===== src/rtl/tmr_pkg.sv =====
package tmr_pkg;
  localparam int NTMR    = 2;
  localparam int DIV_W   = 8;
  localparam int SRC_W   = 2;
  localparam int NSRC    = 1 << SRC_W;
  localparam int FIELD_W = 16;
  localparam int BUS_W   = NTMR * FIELD_W;
  localparam int PRE_W   = BUS_W;
  localparam int ADDR_W  = 2;

  localparam logic [ADDR_W-1:0] A_CTL = 2'd0;
  localparam logic [ADDR_W-1:0] A_PRE = 2'd1;
  localparam logic [ADDR_W-1:0] A_CNT = 2'd2;
  localparam logic [ADDR_W-1:0] A_PCT = 2'd3;

  localparam logic [SRC_W-1:0] SRC_CHAIN = 2'd3;

  typedef struct packed {
    logic             clr;
    logic             run;
    logic [SRC_W-1:0] src;
    logic [DIV_W-1:0] div;
  } tctl_t;

  localparam int CTL_W = $bits(tctl_t);
endpackage


===== src/rtl/tmr_prescaler.sv =====
module tmr_prescaler #(
  parameter int W = 32
) (
  input  logic         clk,
  input  logic         rst_n,
  input  logic [W-1:0] reload,
  output logic [W-1:0] count,
  output logic         uf
);
  logic [W-1:0] cnt_q;

  assign uf    = (cnt_q == '0);
  assign count = cnt_q;

  always_ff @(posedge clk or negedge rst_n) begin
    if (!rst_n)  cnt_q <= '0;
    else if (uf) cnt_q <= reload;
    else         cnt_q <= cnt_q - W'(1);
  end
endmodule


===== src/rtl/tmr_channel.sv =====
module tmr_channel
  import tmr_pkg::*;
(
  input  logic             clk,
  input  logic             rst_n,
  input  logic             wr_ctl,
  input  tctl_t            ctl,
  input  logic [NSRC-1:0]  src_tick,
  output logic [DIV_W-1:0] cnt,
  output logic [DIV_W-1:0] div,
  output logic [SRC_W-1:0] src,
  output logic             run,
  output logic             uf,
  output logic             pend
);
  logic [DIV_W-1:0] cnt_q, div_q;
  logic [SRC_W-1:0] src_q;
  logic             run_q, pend_q;
  logic             load, step;

  assign load = wr_ctl & ~ctl.run;
  assign step = run_q & src_tick[src_q] & ~load;
  assign uf   = step & (cnt_q == DIV_W'(1));

  always_ff @(posedge clk or negedge rst_n) begin
    if (!rst_n) begin
      div_q <= '0;
      src_q <= '0;
      run_q <= 1'b0;
    end else if (wr_ctl) begin
      div_q <= ctl.div;
      src_q <= ctl.src;
      run_q <= ctl.run;
    end
  end

  always_ff @(posedge clk or negedge rst_n) begin
    if (!rst_n)    cnt_q <= '0;
    else if (load) cnt_q <= ctl.div;
    else if (uf)   cnt_q <= div_q;
    else if (step) cnt_q <= cnt_q - DIV_W'(1);
  end

  always_ff @(posedge clk or negedge rst_n) begin
    if (!rst_n) pend_q <= 1'b0;
    else        pend_q <= uf | (pend_q & ~(wr_ctl & ctl.clr));
  end

  assign cnt  = cnt_q;
  assign div  = div_q;
  assign src  = src_q;
  assign run  = run_q;
  assign pend = pend_q;
endmodule


===== src/rtl/tmr_dual.sv =====
module tmr_dual
  import tmr_pkg::*;
(
  input  logic              clk,
  input  logic              rst_n,
  input  logic              bus_wr,
  input  logic [ADDR_W-1:0] bus_addr,
  input  logic [BUS_W-1:0]  bus_wdata,
  output logic [BUS_W-1:0]  bus_rdata,
  input  logic [1:0]        base_tick,
  output logic [NTMR-1:0]   irq
);
  localparam int PEND_LSB = FIELD_W;

  logic                        wr_ctl, wr_pre;
  logic [PRE_W-1:0]            pre_reload_q, pre_cnt;
  logic                        pre_uf;
  logic [NTMR-1:0][DIV_W-1:0]  cnt_v, div_v;
  logic [NTMR-1:0][SRC_W-1:0]  src_v;
  logic [NTMR-1:0]             run_v, uf_v, pend_v, chain_v;
  tctl_t                       ctl_v [NTMR];

  assign wr_ctl = bus_wr & (bus_addr == A_CTL);
  assign wr_pre = bus_wr & (bus_addr == A_PRE);

  always_ff @(posedge clk or negedge rst_n) begin
    if (!rst_n)      pre_reload_q <= '0;
    else if (wr_pre) pre_reload_q <= bus_wdata[PRE_W-1:0];
  end

  tmr_prescaler #(.W(PRE_W)) u_pre (
    .clk    (clk),
    .rst_n  (rst_n),
    .reload (pre_reload_q),
    .count  (pre_cnt),
    .uf     (pre_uf)
  );

  for (genvar i = 0; i < NTMR; i++) begin : g_tmr
    if (i == 0) begin : g_head
      assign chain_v[i] = 1'b0;
    end else begin : g_link
      assign chain_v[i] = uf_v[i-1];
    end

    assign ctl_v[i] = bus_wdata[i*FIELD_W +: CTL_W];

    tmr_channel u_ch (
      .clk      (clk),
      .rst_n    (rst_n),
      .wr_ctl   (wr_ctl),
      .ctl      (ctl_v[i]),
      .src_tick ({chain_v[i], pre_uf, base_tick[1], base_tick[0]}),
      .cnt      (cnt_v[i]),
      .div      (div_v[i]),
      .src      (src_v[i]),
      .run      (run_v[i]),
      .uf       (uf_v[i]),
      .pend     (pend_v[i])
    );
  end

  assign irq = pend_v;

  always_comb begin
    bus_rdata = '0;
    unique case (bus_addr)
      A_CTL: begin
        for (int i = 0; i < NTMR; i++)
          bus_rdata[i*FIELD_W +: CTL_W] = {pend_v[i], run_v[i], src_v[i], div_v[i]};
      end
      A_PRE: bus_rdata = pre_reload_q;
      A_CNT: begin
        for (int i = 0; i < NTMR; i++) begin
          bus_rdata[i*DIV_W +: DIV_W] = cnt_v[i];
          bus_rdata[PEND_LSB + i]     = pend_v[i];
        end
      end
      default: bus_rdata = pre_cnt;
    endcase
  end
endmodule


===== config.mk =====
export PLATFORM = sky130hd
export DESIGN_NAME = tmr_dual
export DESIGN_NICKNAME = d
export VERILOG_FILES = /design/src/rtl/tmr_pkg.sv /design/src/rtl/tmr_prescaler.sv /design/src/rtl/tmr_channel.sv /design/src/rtl/tmr_dual.sv
export SDC_FILE = /design/constraint.sdc
export NUM_CORES = 1
export LEC_CHECK = 0
export ABC_AREA = 1
export ABC_CLOCK_PERIOD_IN_PS = 2600
export BUFFER_PORTS_ARGS = -buffer_cell sky130_fd_sc_hd__buf_4
export CAP_MARGIN = 20
export CORE_MARGIN = 2
export CORE_UTILIZATION = 56
export CTS_CLUSTER_DIAMETER = 30
export DETAILED_ROUTE_END_ITERATION = 6
export PLACE_DENSITY = 0.78
export REMOVE_ABC_BUFFERS = 1
export SKIP_LAST_GASP = 1
export SLEW_MARGIN = 40
export SYNTH_ARGS = -nofsm -noshare
export SYNTH_HDL_FRONTEND = slang
export SYNTH_SLANG_ARGS = --single-unit

===== constraint.sdc =====
create_clock -name clk -period 2.6 [get_ports clk]
set_input_delay 0.13 -clock clk [delete_from_list [all_inputs] [get_ports clk]]
set_output_delay 0.13 -clock clk [all_outputs]
set_load 0.02 [all_outputs]

==> results of run 1 <==
[how the worst max path moves through the flow]
stage	from	to	slack, ns	cells past startpoint
3_5_place_dp	u_pre.count[24]	g_tmr[1].u_ch.cnt[0]	0.41	12
2_1_floorplan	bus_addr[0]	g_tmr[1].u_ch.cnt[0]	0.17	9
6_report	u_pre.count[0]	g_tmr[1].u_ch.cnt[0]	0.40	13
3_3_place_gp	u_pre.count[24]	g_tmr[1].u_ch.cnt[4]	0.41	12
4_1_cts	u_pre.count[0]	g_tmr[1].u_ch.cnt[0]	0.39	13
5_1_grt	u_pre.count[0]	g_tmr[1].u_ch.cnt[1]	0.19	13
[cells by family after synthesis]
group / Yosys count / share of synthesized area, %
multiplexers: 3 / 0.571
AND/OR/NAND/NOR: 357 / 26.8
XOR/XNOR: 18 / 2.67
AO/OA/AOI/OAI: 169 / 16.6
buffers and inverters: 126 / 8.14
flip-flops: 104 / 44.0
adder cells (fa/ha/maj): 6 / 1.27
[flip-flops by register name (all words and copies together), names as in the netlist]
name,cells
g_tmr.u_ch.div,16
g_tmr.u_ch.pend,2
pre_reload_q,32
u_pre.count,32
g_tmr.u_ch.cnt,16
g_tmr.u_ch.src,4
g_tmr.u_ch.run,2
[layout by cell type, fill, tap and decap left out, types with 4 or more instances in the layout]
cell type      count
nand2_2            5
o21ai_1            9
nor2_1            68
dlygate4sd3_1     16
nand2_1          198
inv_1             95
ha_1               6
buf_4             83
nand3_1           36
inv_2              4
nand4_1           18
a221oi_1           4
o221ai_1           8
nor3_1             5
o211ai_1          16
a31oi_1            5
o22ai_1            5
dfrtp_1          104
clkbuf_8          10
a21oi_1           33
nor2_2            12
o21ai_0           81
xor2_1            15
[layout make-up]
class / count / share of cell area [%]
Sequential cell: 104 / 37.2
Inverter: 101 / 5.43
Clock inverter: 5 / 0.555
Multi-Input combinational cell: 553 / 40.5
Timing Repair Buffer: 101 / 11.8
Clock buffer: 11 / 2.02
Tap cell: 136 / 2.44
[power groups by stage]
stage | logic [mW] | clock network (mW) | registers [mW]
after global routing | 2.17 | 1.04 | 2.39
after detailed placement | 1.88 | 0 | 2.36
final | 1.92 | 0.962 | 2.34
after floorplan | 1.29 | 0 | 2.26
after global placement | 1.84 | 0 | 2.34
after CTS | 1.91 | 0.982 | 2.33
[synth_stat cells, types with 2 or more instances]
library cell / n
a21oi_1: 33
a221oi_1: 4
a31oi_1: 5
buf_1: 2
buf_4: 2
clkbuf_1: 20
clkinv_1: 2
dfrtp_1: 104
ha_1: 6
inv_1: 95
inv_2: 4
mux2_2: 3
nand2_1: 199
nand2_2: 4
nand2_4: 3
nand3_1: 36
nand4_1: 18
nor2_1: 68
nor2_2: 12
nor2_4: 3
nor3_1: 5
nor3_2: 2
o2111ai_1: 3
o211ai_1: 16
o21ai_0: 81
o21ai_1: 9
o221ai_1: 8
o22ai_1: 5
xnor2_1: 3
xor2_1: 15
[metal layers]
metal	global-route usage, %	share of wire [%]
met3	5.17	8.2
met4	10.7	2.3
met1	45.4	44
met2	51.0	46
met5	0	0
[what timing repair did]
action                                 CTS  global route
resized for setup                        0             0
endpoints found under the hold margin   45             0
hold buffers                            16             0
[worst max-delay path: stages (launching register included)]
cell and delay, ns:
dfrtp_1 0.41, inv_1 0.13, ha_1 0.18, nand2_1 0.05, nor2_1 0.13, nand2_2 0.11, nor2_8 0.17, nand2_4 0.06
nand2_4 0.07, nand4_4 0.14, o21bai_4 0.31, nand2_4 0.14, nand3_1 0.10, nand3_1 0.07
==> reports/qor.csv, run 1 <==
stage,metric,value,unit
sta,final setup fails,0,
cells_and_area,Layout area overhead,18.2,%
pwr,VDD IR max,0.461,mV
cells_and_area,final core occ,68.0,%
clocking,Num CTS Buffers,9,
routing,WL per Instance,17.0,µm
critical_path,critical path class,reg -> reg,
clocking,setup bufs post-CTS,0,
logic_synthesis,Yosys reg bits,104,
critical_path,Reg2Reg Launch Point,u_pre.count[0],
status,status,completed,
floorplan,Site Rows,37,
floorplan,Core ar.,0.0103,mm²
placed_design,Placer Congestion,0.951,
logic_synthesis,"Top FF cell, synth",dfrtp_1,
placed_design,dpl hpwl,12500,µm
placed_design,placed cells,979,
routing,Routed Antenna Nets,0,
cells_and_area,nets,915,
logic_synthesis,post-synth cell types,43,
pwr,combinational power share,36.7,%
cells_and_area,"Cell Count, Final, Fillers Out",1011,
cells_and_area,final instance area,0.00699,mm²
global_route,pin count of the biggest net entering global routing,75,
critical_path,Worst Path Required,2.87,ns
clocking,clk_lat worst skew,0.38,ns
logic_synthesis,Post-synth EDFFs,0,
clocking,Max Root-Sink Buffers,2,
sta,setup TNS,0,ns
worst_hold_path,worst hold stages,3,
placed_design,Setup WS pre-CTS,0.410,ns
global_route,number of global-route vias before repair,5670,
sta,minimum clock period,2.20,ns
sta,actual slew at the worst max-slew pin,0.619,ns
cells_and_area,n_diodes,0,
cells_and_area,area of the multi-input gates,0.00283,mm²
clocking,CTS Sinks,104,
pwr,Power Total,5.23,mW
critical_path,Reg2Reg Setup Slack,0.40,ns
pwr,sequential power share,44.9,%
pwr,Leak,3.41,nW
placed_design,cell area after placement,0.00665,mm²
routing,DR vias,5741,
critical_path,Max Fanout on Critical Path,10,
floorplan,die span in x,107,µm
run,max_cap viols,0,
cells_and_area,fillers,904,
pwr,P_int,3.11,mW
sta,"Hold Vio Cnt, Final",0,
sta,clk_skew,0.0130,ns
worst_hold_path,Hold Startpoint,bus_wdata[24],
sta,RSZ-0062 raised after global routing,no,
critical_path,WP data arrival,2.47,ns
routing,Residual DRC,0,
critical_path,Critical R2R Capture,g_tmr[1].u_ch.cnt[0],
placed_design,number of port buffers,72,
logic_synthesis,"Avg Cell Area, Syn",7.55,µm²
floorplan,initial core utilization,57.5,%
pwr,sw frac,40.4,%
pwr,NetSw,2.11,mW
logic_synthesis,Cells after Synth,783,
sta,headroom to the max-slew limit,58.7,%
logic_synthesis,"area leader, netlist",dfrtp_1,
sta,final setup slack of the worst path,0.401,ns
floorplan,die height,107,µm
critical_path,Crit. End Element,register,
routing,Vias/cell,5.68,
logic_synthesis,ys async rst share,100,%
clocking,root buffer cell,clkbuf_8,
floorplan,io pins,73,
logic_synthesis,post-synthesis sequential area ratio,44.0,%
clocking,CTS H-tree depth,3,
sta,max frequency,455,MHz
cells_and_area,fraction of layout cells with a size suffix above 1,15.7,%
clocking,CTS tree,yes,
clocking,Clock transition at path regs,0.10,ns
routing,drt first pass iters,7,
logic_synthesis,"Cell Area, Synth",0.00591,mm²
worst_hold_path,HP Class,in -> reg,
floorplan,area of the die,0.0114,mm²
critical_path,worst r2r path cells,13,
logic_synthesis,dominant cells by area after synthesis,"dfrtp_1 (44%), nand2_1 (13%), o21ai_0 (6.9%)",
pwr,power density over the cells,748,mW/mm²
routing,final WL,17200,µm
sta,Fin Hold WS,0.0153,ns
sta,Max Slew Vio Count,0,
global_route,gr usage total,32.2,%
routing,1st-iter DRT viols,476,
logic_synthesis,Yosys top cell area share,44.0,%
pwr,clock network power share,18.4,%
cells_and_area,register area,0.00260,mm²
critical_path,Worst setup SP type,register,
sta,period utilisation layout,84.6,%
worst_hold_path,Hold EP,g_tmr[1].u_ch.src[0],
logic_synthesis,Ys Warns,0,
global_route,initial antenna violation count,0,
global_route,first-pass GRT wire length,28600,µm
global_route,total gr overflow,0,
Note: power is estimated with default switching activity, not from simulation.
==> inputs of run 2 (changes only) <==
--- a/config.mk
+++ b/config.mk
@@ -5,12 +5,12 @@
 export SDC_FILE = /design/constraint.sdc
 export NUM_CORES = 1
 export LEC_CHECK = 0
-export ABC_AREA = 1
-export ABC_CLOCK_PERIOD_IN_PS = 2600
+export ABC_AREA = 0
+export ABC_CLOCK_PERIOD_IN_PS = 2000
 export BUFFER_PORTS_ARGS = -buffer_cell sky130_fd_sc_hd__buf_4
 export CAP_MARGIN = 20
 export CORE_MARGIN = 2
-export CORE_UTILIZATION = 56
+export CORE_UTILIZATION = 53
 export CTS_CLUSTER_DIAMETER = 30
 export DETAILED_ROUTE_END_ITERATION = 6
 export PLACE_DENSITY = 0.78
==> constraint.sdc (replaced) <==
create_clock -name clk -period 2 [get_ports clk]
set_input_delay 0.1 -clock clk [delete_from_list [all_inputs] [get_ports clk]]
set_output_delay 0.1 -clock clk [all_outputs]
set_load 0.02 [all_outputs]
==> run 2 against run 1 <==
The flow now finishes with violations (DRC, setup timing). Synthesized cell count shrank 30%. Flip-flop and latch count is the same. Cell count decreased by 12%. Worst hold slack gained 0.047 ns. Clock skew grew 0.0030 ns. Clock power up 60%. Power rose by 75%. Sequential share of layout area fell by 6.2 points. Non-clock buffer count rose by 110. Sequential power grew 38%. Largest power group is now combinational cells. Highest routed layer unchanged.
==> reports/qor.csv, run 2 <==
stage,metric,value,unit,change
cells_and_area,final core occ,77.3,%,+9.3 points
sta,final setup fails,43,,+43
sta,clk_skew,0.0160,ns,+0.00301 ns
routing,drt first pass iters,7,,unchanged
global_route,pin count of the biggest net entering global routing,46,,-39%
critical_path,"Largest stage delay, worst path",0.42,ns,about the same
critical_path,Crit path max-delay family,simple AND/OR/NAND/NOR gates,,
critical_path,Critical R2R Capture,u_pre.count[31],,
cells_and_area,fillers,669,,-26%
clocking,CTS Sinks,104,,unchanged
logic_synthesis,Ys Warns,0,,unchanged
logic_synthesis,most frequent cell after synthesis,dfrtp_1,,
sta,RSZ-0062 raised after global routing,yes,,
pwr,VDD IR max,0.842,mV,+83%
cells_and_area,nets,786,,-14%
worst_hold_path,HP Class,in -> reg,,
placed_design,Setup WS pre-CTS,-0.332,ns,-0.742 ns
cells_and_area,"Cell Count, Final, Fillers Out",886,,-12%
routing,Vias/cell,6.11,,+7.5%
sta,"Hold Vio Cnt, Final",0,,unchanged
logic_synthesis,"top cells by count, synth","dfrtp_1 (104), mux2_2 (68), nor2_1 (48)",,
routing,WL per Instance,20.8,µm,+23%
floorplan,die height,109,µm,+2.5%
sta,Fin Hold WS,0.0619,ns,+0.0466 ns
critical_path,Worst setup SP type,register,,
cells_and_area,final instance area,0.00838,mm²,+20%
sta,final setup slack of the worst path,-0.302,ns,-0.702 ns
critical_path,worst r2r path cells,9,,-4
sta,period utilisation layout,115,%,+30 points
global_route,initial antenna violation count,0,,unchanged
critical_path,Critical Path Most Common Cell,buf_4,,
routing,DR vias,5410,,-5.8%
placed_design,dpl hpwl,11700,µm,-6.4%
clocking,CTS tree,yes,,
pwr,power density over the cells,1090,mW/mm²,+46%
placed_design,cell area after placement,0.00723,mm²,+8.8%
cells_and_area,fraction of layout cells with a size suffix above 1,47.2,%,+32 points
cells_and_area,most frequent cells in the layout,"buf_4 (158), dfrtp_1 (104), mux2_2 (68)",,
clocking,Num CTS Buffers,9,,unchanged
routing,1st-iter DRT viols,403,,-15%
global_route,total gr overflow,0,,unchanged
critical_path,Worst Setup SP,u_pre.count[19],,
clocking,root buffer cell,clkbuf_8,,
global_route,gr usage total,31.1,%,-1.1 points
floorplan,initial core utilization,54.3,%,-3.2 points
cells_and_area,"most common cell after layout, fill and taps aside",buf_4,,
critical_path,Worst Path Required,2.30,ns,-0.57 ns
logic_synthesis,Yosys top cell area share,44.2,%,+0.20 points
cells_and_area,Layout area overhead,42.4,%,
logic_synthesis,post-synthesis sequential area ratio,44.2,%,+0.20 points
floorplan,die span in x,109,µm,+2.5%
logic_synthesis,"Top FF cell, synth",dfrtp_1,,
sta,actual slew at the worst max-slew pin,0.574,ns,-0.0448 ns
sta,headroom to the max-slew limit,61.4,%,+2.7 points
critical_path,Max Fanout on Critical Path,3,,-7
critical_path,critical path cell sequence,nor4_1 > buf_4 > and3_1 > buf_4 > nand4_1 > nor4_2 > buf_4 > mux2i_1 > o21ai_1,,
pwr,Power Total,9.17,mW,+75%
placed_design,placed cells,828,,-15%
clocking,clk_lat worst skew,0.41,ns,+0.03 ns
cells_and_area,n_diodes,0,,unchanged
floorplan,area of the die,0.0120,mm²,+5.0%
clocking,Max Root-Sink Buffers,2,,unchanged
logic_synthesis,dominant cells by area after synthesis,"dfrtp_1 (44%), mux2_2 (13%), mux4_2 (5.4%)",,
sta,setup TNS,-7.39,ns,-7.39 ns
logic_synthesis,Cells after Synth,550,,-30%
critical_path,Crit. End Element,register,,
floorplan,Site Rows,38,,+2.7%
run,max_cap viols,0,,unchanged
logic_synthesis,"Avg Cell Area, Syn",10.7,µm²,+42%
critical_path,CP max stage cell,nor4_1,,
placed_design,number of port buffers,72,,unchanged
clocking,CTS H-tree depth,3,,unchanged
critical_path,Reg2Reg Launch Point,u_pre.count[19],,
sta,Max Slew Vio Count,0,,unchanged
logic_synthesis,ys async rst share,100,%,unchanged
logic_synthesis,Post-synth EDFFs,0,,unchanged
global_route,first-pass GRT wire length,28200,µm,-1.4%
status,failing checks,"DRC, setup timing",,
critical_path,WP data arrival,2.60,ns,+0.13 ns
routing,Routed Antenna Nets,0,,unchanged
worst_hold_path,Hold Startpoint,bus_wdata[10],,
clocking,Clock transition at path regs,0.11,ns,about the same
logic_synthesis,"Cell Area, Synth",0.00589,mm²,-0.44%
critical_path,Reg2Reg Setup Slack,-0.30,ns,-0.70 ns
logic_synthesis,"area leader, netlist",dfrtp_1,,
worst_hold_path,Hold EP,g_tmr[0].u_ch.run,,
status,status,finished with violations,,
logic_synthesis,Yosys reg bits,104,,unchanged
worst_hold_path,worst hold stages,3,,unchanged
logic_synthesis,post-synth cell types,53,,+23%
placed_design,Placer Congestion,0.951,,about the same
pwr,Leak,3.58,nW,+5.0%
floorplan,io pins,73,,unchanged
sta,minimum clock period,2.30,ns,+0.102 ns
critical_path,critical path class,reg -> reg,,
sta,max frequency,434,MHz,-4.4%
routing,Residual DRC,2,,+2
global_route,number of global-route vias before repair,5621,,-0.86%
floorplan,Core ar.,0.0108,mm²,+5.5%
critical_path,"Buf+Inv Stages, Crit Path",3,,+2
routing,final WL,18500,µm,+7.5%
run 2: worst max-delay path by stage:
stage / end / cells past startpoint
2_1_floorplan: g_tmr[1].u_ch.cnt[4] / 6
3_3_place_gp: u_pre.count[29] / 7
3_5_place_dp: u_pre.count[29] / 7
4_1_cts: u_pre.count[31] / 9
5_1_grt: g_tmr[0].u_ch.cnt[7] / 7
6_report: u_pre.count[31] / 9
run 2: cell type report:
cell class,instances,area [µm²],share of cell area [%]
flip-flops and latches,104,2600,31.0
inverters,15,56.3,0.672
clock inverters,6,91.3,1.09
multi-input cells,400,3520,42.0
clock buffers,10,138,1.64
well taps,140,175,2.09
repair buffers,211,1800,21.4
run 2: cells by family after synthesis:
kind of cell	Yosys count	synth area share, %
and+or+nand+nor	159	14.9
AOI/OAI and AO/OA	113	12.0
DFF	104	44.2
muxes	90	19.7
buffers and inverters	46	3.19
xor gates and xnor gates	32	4.76
adders and majority gates	6	1.27
run 2: routing by layer:
metal  GRT usage (%)  vias up  part of all wire [%]  wire length [µm]
met5               0        -                     0                 0
met4            11.0        0                   3.1               568
met3            7.59       62                   6.3              1160
met2            53.3      235                    52              9540
met1            38.2     2717                    39              7200
li1                -     2396                     -                 -
run 2: power by group:
part | switching [mW] | internal (mW)
combinational | 2.23 | 2.19
clock | 0.796 | 0.745
sequential | 0.539 | 2.68
total | 3.56 | 5.61
run 2: repair_timing:
action / in CTS / in global routing
gates cloned: 1 / 0
buffers inserted: 6 / 6
hold buffers: 32 / 0
setup endpoints to repair: 35 / 49
resized for setup: 61 / 66
pin swaps: 26 / 24
hold endpoints to repair: 102 / 0
run 2: tightest hold or removal path, delay by kind of cell:
family	cells	cell delay, ns
buf+inv	2	0.21
mux	1	0.14
==> inputs of run 3 (changes only) <==
--- a/config.mk
+++ b/config.mk
@@ -7,8 +7,7 @@
 export LEC_CHECK = 0
 export ABC_AREA = 0
 export ABC_CLOCK_PERIOD_IN_PS = 2000
-export BUFFER_PORTS_ARGS = -buffer_cell sky130_fd_sc_hd__buf_4
-export CAP_MARGIN = 20
+export BUFFER_PORTS_ARGS = -buffer_cell sky130_fd_sc_hd__buf_2
 export CORE_MARGIN = 2
 export CORE_UTILIZATION = 53
 export CTS_CLUSTER_DIAMETER = 30
==> constraint.sdc (replaced) <==
create_clock -name clk -period 2 [get_ports clk]
set_input_delay 0.2 -clock clk [delete_from_list [all_inputs] [get_ports clk]]
set_output_delay 0.2 -clock clk [all_outputs]
set_load 0.02 [all_outputs]
==> run 3 against run 2 <==
The flow finishes with violations (setup timing). First-iteration DRC count shrank 2.2%. Cell count shrank 2.1%. Sequential power is essentially flat. Non-clock buffer count shrank 19. Power shrank 1.1%. Clock power shrank 3%. Cell area shrank 4.3%. Setup slack lost 0.018 ns. Critical path type unchanged. Largest cell class unchanged.
==> reports/qor.csv, run 3 (synthesis gave the netlist of run 2 again) <==
stage,metric,value,unit,change
status,status,finished with violations,,
status,failing checks,setup timing,,
placed_design,number of port buffers,72,,unchanged
floorplan,Site Rows,38,,unchanged
sta,"Hold Vio Cnt, Final",0,,unchanged
sta,minimum clock period,2.32,ns,+0.0183 ns
pwr,sw frac,39.1,%,+0.28 points
placed_design,Placer Congestion,0.935,,-1.7%
critical_path,worst r2r path cells,7,,-2
critical_path,Worst Setup SP,u_pre.count[16],,
sta,final setup fails,49,,+14%
floorplan,die span in x,109,µm,unchanged
placed_design,placed cells,830,,+0.24%
clocking,Num CTS Buffers,9,,unchanged
cells_and_area,"most common cell after layout, fill and taps aside",dfrtp_1,,
pwr,NetSw,3.55,mW,-0.35%
clocking,root buffer cell,clkbuf_8,,
pwr,sequential power share,35.5,%,+0.4 points
pwr,clock network power share,16.6,%,-0.2 points
critical_path,Crit path max-delay family,simple AND/OR/NAND/NOR gates,,
clocking,Clock transition at path regs,0.10,ns,about the same
critical_path,Reg2Reg Launch Point,u_pre.count[16],,
routing,Residual DRC,0,,-2
floorplan,Core ar.,0.0108,mm²,unchanged
critical_path,critical path class,reg -> reg,,
floorplan,die height,109,µm,unchanged
critical_path,WP data arrival,2.63,ns,+0.03 ns
global_route,initial antenna violation count,0,,unchanged
global_route,total gr overflow,0,,unchanged
cells_and_area,n_diodes,0,,unchanged
sta,clk_skew,0.00890,ns,-0.00707 ns
critical_path,Worst setup SP type,register,,
sta,headroom to the max-slew limit,64.0,%,+2.6 points
routing,Routed Antenna Nets,0,,unchanged
routing,drt first pass iters,5,,-2
clocking,CTS tree,yes,,
run,max_cap viols,0,,unchanged
pwr,P_int,5.52,mW,-1.5%
cells_and_area,"Cell Count, Final, Fillers Out",867,,-2.1%
pwr,combinational power share,48.0,%,about the same
critical_path,"Buf+Inv Stages, Crit Path",1,,-2
cells_and_area,Layout area overhead,36.3,%,
sta,Max Slew Vio Count,0,,unchanged
critical_path,CP max stage cell,or4_4,,
critical_path,Crit. End Element,register,,
global_route,number of global-route vias before repair,5454,,-3.0%
critical_path,Max Fanout on Critical Path,6,,+3
pwr,VDD IR max,0.770,mV,-8.6%
worst_hold_path,Hold Startpoint,bus_wdata[15],,
routing,final WL,19000,µm,+2.6%
cells_and_area,final core occ,74.0,%,-3.3 points
placed_design,dpl hpwl,11700,µm,-0.12%
pwr,Leak,3.48,nW,-2.8%
routing,1st-iter DRT viols,394,,-2.2%
global_route,gr usage total,29.9,%,-1.2 points
critical_path,critical path cell sequence,or4_4 > buf_6 > nor3_4 > nand4_4 > o21a_4 > or3_1 > a31oi_1,,
global_route,first-pass GRT wire length,27400,µm,-2.8%
sta,period utilisation layout,116,%,+0.92 points
clocking,Max Root-Sink Buffers,2,,unchanged
clocking,clk_lat worst skew,0.39,ns,-0.02 ns
critical_path,Worst Path Required,2.31,ns,about the same
worst_hold_path,worst hold stages,2,,-1
clocking,CTS H-tree depth,3,,unchanged
floorplan,area of the die,0.0120,mm²,unchanged
cells_and_area,fraction of layout cells with a size suffix above 1,50.3,%,+3.2 points
pwr,power density over the cells,1130,mW/mm²,+3.4%
pwr,Power Total,9.07,mW,-1.1%
sta,RSZ-0062 raised after global routing,yes,,
sta,max frequency,431,MHz,-0.79%
floorplan,initial core utilization,54.3,%,unchanged
critical_path,Worst path depth,7,,-2
clocking,CTS Sinks,104,,unchanged
floorplan,io pins,73,,unchanged
routing,WL per Instance,21.9,µm,+4.9%
routing,DR vias,5381,,-0.54%
sta,actual slew at the worst max-slew pin,0.535,ns,-0.0386 ns
cells_and_area,nets,767,,-2.4%
cells_and_area,fillers,666,,-0.45%
sta,Fin Hold WS,0.0347,ns,-0.0272 ns
sta,final setup slack of the worst path,-0.320,ns,-0.0183 ns
cells_and_area,most frequent cells in the layout,"dfrtp_1 (104), buf_4 (96), buf_2 (71)",,
critical_path,"Largest stage delay, worst path",0.55,ns,+0.13 ns
routing,Vias/cell,6.21,,+1.6%
global_route,pin count of the biggest net entering global routing,47,,+2.2%
worst_hold_path,HP Class,in -> reg,,
run 3: cell types whose count changed in the layout (fill, tap and decap cells not counted), moves of 3 or more:
cell           before  now
buf_12              3    6
a21oi_2            11    8
nor2_2              5    9
nor2_4              8    3
buf_2               0   71
dlygate4sd3_1      32    1
buf_4             158   96
o21ai_1            10    7
run 3: timing repair:
action                                  4_1_cts  5_1_grt
endpoints found under the setup margin       46       49
cloned                                        1        3
pin swaps                                    20       14
gates resized for setup                      64       56
hold buffers                                  1        0
endpoints found under the hold margin        24        0
buffers inserted                              8        9
run 3: path summary, 6_finish.rpt:
check / end / slack (ns)
worst max-delay path: g_tmr[1].u_ch.cnt[4] / -0.32
worst min-delay path: pre_reload_q[15] / 0.03
worst max register to register: g_tmr[1].u_ch.cnt[4] / -0.32
worst min register to register: g_tmr[0].u_ch.div[3] / 0.54
max in group asynchronous: u_pre.count[10] / 1.16
min in group asynchronous: g_tmr[0].u_ch.div[1] / 0.26
run 3: metal layers:
metal	up-vias	track usage, %	part of all wire [%]
li1	2362	-	-
met1	2679	36.4	39
met5	-	0	0
met3	77	6.88	6.4
met2	263	51.4	50
met4	0	11.7	4.3
run 3: metrics by stage:
stage          setup TNS (ns)  cell area (µm²)  worst slack, ns
3_5_place_dp            -6.33             7090           -0.302
6_report                -9.04             8020           -0.320
2_1_floorplan          -14.65             5760           -0.756
5_1_grt                -12.59             8020           -0.402
4_1_cts                 -5.07             7660           -0.249
3_3_place_gp            -4.78             7090           -0.279
run 3: power groups by stage:
stage	logic [mW]	registers, mW	clock network [mW]
finish	4.35	3.22	1.50
global route	4.64	3.27	1.59
CTS	3.98	3.16	1.50
detailed placement	3.79	3.18	0
global placement	3.67	3.15	0
floorplan	2.03	3.26	0
run 3: cell type report:
| class | count | area [µm²] | area share, % |
|---|---|---|---|
| Timing Repair Buffer | 192 | 1460 | 18.2 |
| Inverter | 15 | 56.3 | 0.702 |
| Tap cell | 140 | 175 | 2.18 |
| Multi-Input combinational cell | 400 | 3500 | 43.7 |
| Clock buffer | 11 | 141 | 1.76 |
| Clock inverter | 5 | 80.1 | 0.998 |
| Sequential cell | 104 | 2600 | 32.4 |
run 3: worst register-to-register path, cell delays in order, from the launching register on:
cell     delay (ns)
dfrtp_1        0.41
or4_4          0.55
buf_6          0.14
nor3_4         0.18
nand4_4        0.15
o21a_4         0.27
or3_1          0.35
a31oi_1        0.19
